==> src/rtl/pvic.sv <==
module pvic #(
  parameter int              NSRC      = 6,
  parameter logic [NSRC-1:0] LEVEL_SRC = '0,
  parameter int              VEC_W     = 16,
  parameter int              VEC_BASE  = 0,
  parameter int              VEC_STEP  = 2
) (
  input  logic             clk,
  input  logic             rst_n,
  input  logic [NSRC-1:0]  src_i,
  input  logic             wr_en,
  input  logic [1:0]       wr_addr,
  input  logic [NSRC-1:0]  wr_data,
  input  logic [1:0]       rd_addr,
  output logic [NSRC-1:0]  rd_data,
  output logic             irq_o,
  output logic [VEC_W-1:0] vec_o,
  input  logic             ack_i,
  input  logic             reti_i
);

  localparam int              IDX_W   = $clog2(NSRC + 1);
  localparam logic [NSRC-1:0] EVT_SRC = ~LEVEL_SRC;

  logic [NSRC-1:0]  en_q, flag_q, src_q;
  logic             gie_q;
  logic [NSRC-1:0]  set_evt, pend, req, win_oh, hw_clr, sw_clr;
  logic [IDX_W-1:0] win_num;
  logic             taken, flag_wr;

  assign set_evt = src_i & ~src_q & EVT_SRC;
  assign pend    = flag_q | (src_i & LEVEL_SRC);
  assign req     = pend & en_q;
  assign win_oh  = req & (~req + NSRC'(1));
  assign irq_o   = gie_q & (|req);
  assign taken   = ack_i & irq_o;
  assign flag_wr = wr_en && (wr_addr == 2'd1);
  assign hw_clr  = taken ? (win_oh & EVT_SRC) : '0;
  assign sw_clr  = flag_wr ? wr_data : '0;

  always_comb begin
    win_num = '0;
    for (int i = NSRC - 1; i >= 0; i--)
      if (req[i]) win_num = IDX_W'(i + 1);
  end

  assign vec_o = irq_o ? (VEC_W'(VEC_BASE) + VEC_W'(win_num) * VEC_W'(VEC_STEP)) : '0;

  always_ff @(posedge clk) begin
    if (!rst_n) begin
      en_q   <= '0;
      flag_q <= '0;
      src_q  <= '0;
      gie_q  <= 1'b0;
    end else begin
      src_q  <= src_i;
      flag_q <= ((flag_q & ~sw_clr & ~hw_clr) | set_evt) & EVT_SRC;
      if (wr_en && wr_addr == 2'd0) en_q <= wr_data;
      if (taken)                              gie_q <= 1'b0;
      else if (reti_i)                        gie_q <= 1'b1;
      else if (wr_en && wr_addr == 2'd2)      gie_q <= wr_data[0];
    end
  end

  always_comb begin
    case (rd_addr)
      2'd0:    rd_data = en_q;
      2'd1:    rd_data = flag_q;
      2'd2:    rd_data = NSRC'(gie_q);
      default: rd_data = req;
    endcase
  end

  AST_EVT_LATCHES: assert property (@(posedge clk) disable iff (!rst_n)
    (set_evt != '0) |=> ((flag_q & $past(set_evt)) == $past(set_evt)));

  AST_FLAG_HOLDS: assert property (@(posedge clk) disable iff (!rst_n)
    (!flag_wr && !taken) |=> ((flag_q & $past(flag_q)) == $past(flag_q)));

  AST_W1C_CLEARS: assert property (@(posedge clk) disable iff (!rst_n)
    flag_wr |=> ((flag_q & $past(wr_data & ~set_evt)) == '0));

  AST_ACK_DROPS_GIE: assert property (@(posedge clk) disable iff (!rst_n)
    taken |=> !gie_q);

  AST_ACK_CLEARS_FLAG: assert property (@(posedge clk) disable iff (!rst_n)
    taken |=> ((flag_q & $past(win_oh & ~set_evt)) == '0));

  AST_RETI_RESTORES: assert property (@(posedge clk) disable iff (!rst_n)
    (reti_i && !taken) |=> gie_q);

  AST_ONE_WINNER: assert property (@(posedge clk) disable iff (!rst_n)
    $onehot0(win_oh));

endmodule

==> config.mk <==
export PLATFORM = sky130hd
export DESIGN_NAME = pvic
export DESIGN_NICKNAME = d
export VERILOG_FILES = /design/src/rtl/pvic.sv
export SDC_FILE = /design/constraint.sdc
export NUM_CORES = 1
export LEC_CHECK = 0
export BUFFER_PORTS_ARGS = -buffer_cell sky130_fd_sc_hd__buf_2
export CAP_MARGIN = 20
export CELL_PAD_IN_SITES_DETAIL_PLACEMENT = 0
export CELL_PAD_IN_SITES_GLOBAL_PLACEMENT = 2
export CORE_ASPECT_RATIO = 1.1
export CORE_UTILIZATION = 23
export DETAILED_ROUTE_END_ITERATION = 8
export MAX_ROUTING_LAYER = met4
export PLACE_DENSITY = 0.79
export SLEW_MARGIN = 20
export SYNTH_ARGS = -nofsm -noshare
export SYNTH_HDL_FRONTEND = slang
export SYNTH_SLANG_ARGS = --single-unit
export TNS_END_PERCENT = 5
==> constraint.sdc <==
create_clock -name clk -period 1.3 [get_ports clk]
set_clock_uncertainty 0.1 [all_clocks]
set_input_delay 0.26 -clock clk [delete_from_list [all_inputs] [get_ports clk]]
set_output_delay 0.26 -clock clk [all_outputs]
set_load 0.03 [all_outputs]
==> flow_metrics.tcl <==
set metrics [dict create \
    crit_slowest_cell "a222oi_1" \
    cp-end-kind "primary output" \
    die_y_um 72.5 \
    seqPwrFrac_pct 45.1 \
    grt_pass1_vias 1046 \
    grt_max_degree 17 \
    antenna_found_initial 0 \
    fin_crit_sh_pct 133 \
    io_pins 44 \
    drtPass1Iterations 4 \
    setup_viol 15 \
    synthMuxAreaShare_pct 6.86 \
    grtUsageTotal_pct 13.3 \
    gr-total-overflow 0 \
    vias 1019 \
    reg2reg_slack_ns -0.23 \
    dp.cells 227 \
    tns_ns -3.85 \
    antenna-diode-count 0 \
    core_um2 4320 \
    drtIter0Drc 40 \
    grt_pass1_wl_um 4620 \
    hold_viol 0 \
    clk_latency_ns 0.26 \
    clk_pin_slew_ns 0.07 \
    cts_hold_buffers 0 \
    synthAdderAreaFrac_pct 0 \
    yosys.area_share.simple_pct 20.3 \
    gr-usage-met3_pct 2.52 \
    drive_gt1_share_pct 49.2 \
    avgSynthCellArea_um2 8.59 \
    die_area_um2 4790 \
    power_frac_clock_pct 28.7 \
    row_count 25 \
    hold_class "in2reg" \
    layout.cells.most_common "buf_4" \
    place_area_um2 1420 \
    ant_nets 0 \
    final_cell_mix "buf_4 (28), buf_2 (20), nand2_1 (13), conb_1 (13)" \
    synth_xor_area_share_pct 0 \
    busiest_layer "met2" \
    switching_share_pct 30.1 \
    fin_cells 233 \
    period_needed_ns 1.73 \
    syn_to_final_growth_pct 53.4 \
    max_freq_mhz 577 \
    pwr-share-comb_pct 26.3 \
    synth-seq-area-share_pct 36.6 \
    ir_drop_mv 0.347 \
    clk_path_buf_depth 2 \
    routed_via_density 4.37 \
    use_met1_pct 14.2 \
    cts-root-buf "clkbuf_8" \
    crit_arrival_ns 1.37 \
    synth_top_family_by_area "compound AO/OA/AOI/OAI gates" \
    wirelength_um 2780 \
    finish.net_count 201 \
    cp_max_fo 4 \
    portBuffers 30 \
    path_cells "a222oi_1, buf_4, a31oi_4, buf_6" \
    async_reset_ff_share_pct 0 \
    internal-power_w 0.00101 \
    hpwlAfterDp_um 2210 \
    power.density_nw_per_um2 906 \
    wl_per_cell_um 11.9 \
    ys_warn_count 0 \
    layout_setup_ws_ns -0.433 \
    p_leak_nw 0.751 \
    synth_compound_area_share_pct 22.0 \
    synth_cell_types 35 \
    met2_usage_pct 22.9 \
    syn-instance-count 121 \
    drc 0 \
    p_sw_w 0.000436 \
    synth_edf_count 0 \
    htree_levels 1 \
    violations "setup timing" \
    drv_slew 0 \
    die_x_um 66.1 \
    clock-sinks 19 \
    path_class "reg2out" \
    netlist_area_um2 1040 \
    cpPeakStageDelay_ns 0.35 \
    status "finished, violations left" \
    tritoncts "yes" \
    final_area_um2 1600 \
    gp_congestion 0.875 \
    synth_seq_cells 19 \
    start_kind "flop" \
    rsz0062_at_grt "true" \
    worstPathRequired_ns 0.94 \
    start_util_pct 24.1 \
    maxCapViolations 0 \
    utilization_pct 37.0 \
    synthFlopType "dfxtp_1" \
    numCtsBuffers 3 \
]
## cells in the mapped netlist (all sizes together), types with 2 or more instances
library cell / count / share of area, %
dfxtp: 19 / 37
nand2: 15 / 5.4
buf: 14 / 9.9
inv: 8 / 2.9
nor2b: 8 / 4.8
a22o: 7 / 6.1
mux2i: 6 / 5.8
a21o: 5 / 3.7
o21ai: 4 / 1.9
a21oi: 3 / 1.4
clkbuf: 3 / 1.1
nand3: 3 / 1.4
nand4: 3 / 1.8
nor3b: 3 / 2.6
a31oi: 2 / 1.2
and2: 2 / 1.2
o2111ai: 2 / 1.7
## per-stage QoR
step	power, W	worst slack (ns)	hold WS (ns)
after floorplan	0.000888	-0.234	0.267
after global placement	0.000996	-0.180	0.303
after detailed placement	0.00100	-0.214	0.311
after CTS	0.00145	-0.434	0.0901
after global routing	0.00152	-0.518	0.106
final	0.00145	-0.433	0.0919
## path summary, 6_finish.rpt
kind,from,to,cells past startpoint
max,en_q[3],irq_o,4
min,src_i[1],src_q[1],3
max reg2reg,en_q[3],flag_q[0],7
min reg2reg,src_q[4],flag_q[4],1
## power by group through the flow
stage               Clock [W]  Sequential [W]  Combinational [W]
finish               0.000414        0.000652           0.000380
global route         0.000452        0.000656           0.000413
CTS                  0.000430        0.000649           0.000375
detailed placement          0        0.000657           0.000347
global placement            0        0.000656           0.000340
floorplan                   0        0.000660           0.000229
## area by class of cell
cell class	count	area, µm²
timing repair buffer	59	434
inverter	8	32.5
fill	458	2720
tap	54	67.6
multi-input combinational	89	622
clock buffer	3	41.3
sequential	19	393
clock inverter	1	5.00
## cell families after synthesis
family	Yosys count
muxes	7
and+or+nand+nor	39
buffers and inverters	25
AOI/OAI and AO/OA	30
other	1
DFF	19
## layer usage
metal	routed length (µm)	part of all wire, %	vias up
met5	0	0	-
met4	66	2.4	0
met3	110	4.0	5
met2	1450	52	23
met1	1160	42	469
li1	-	-	522
## flip-flops by register name (all words and copies together), names as in the netlist
signal and flops:
en_q 6, flag_q 6, gie_q 1, src_q 6
## worst max-delay path, delay by kind of cell (launching register included)
family	cells	cell delay [ns]
flip-flops	1	0.34
buffers and inverters	2	0.34
AO/OA/AOI/OAI	2	0.43
## timing repair
action	4_1_cts	5_1_grt
endpoints found under the setup margin	17	17
buffers inserted	1	1
cloned	0	0
pin swaps	12	4
resized for setup	33	6
No activity file was read; power rests on OpenSTA's default activity.
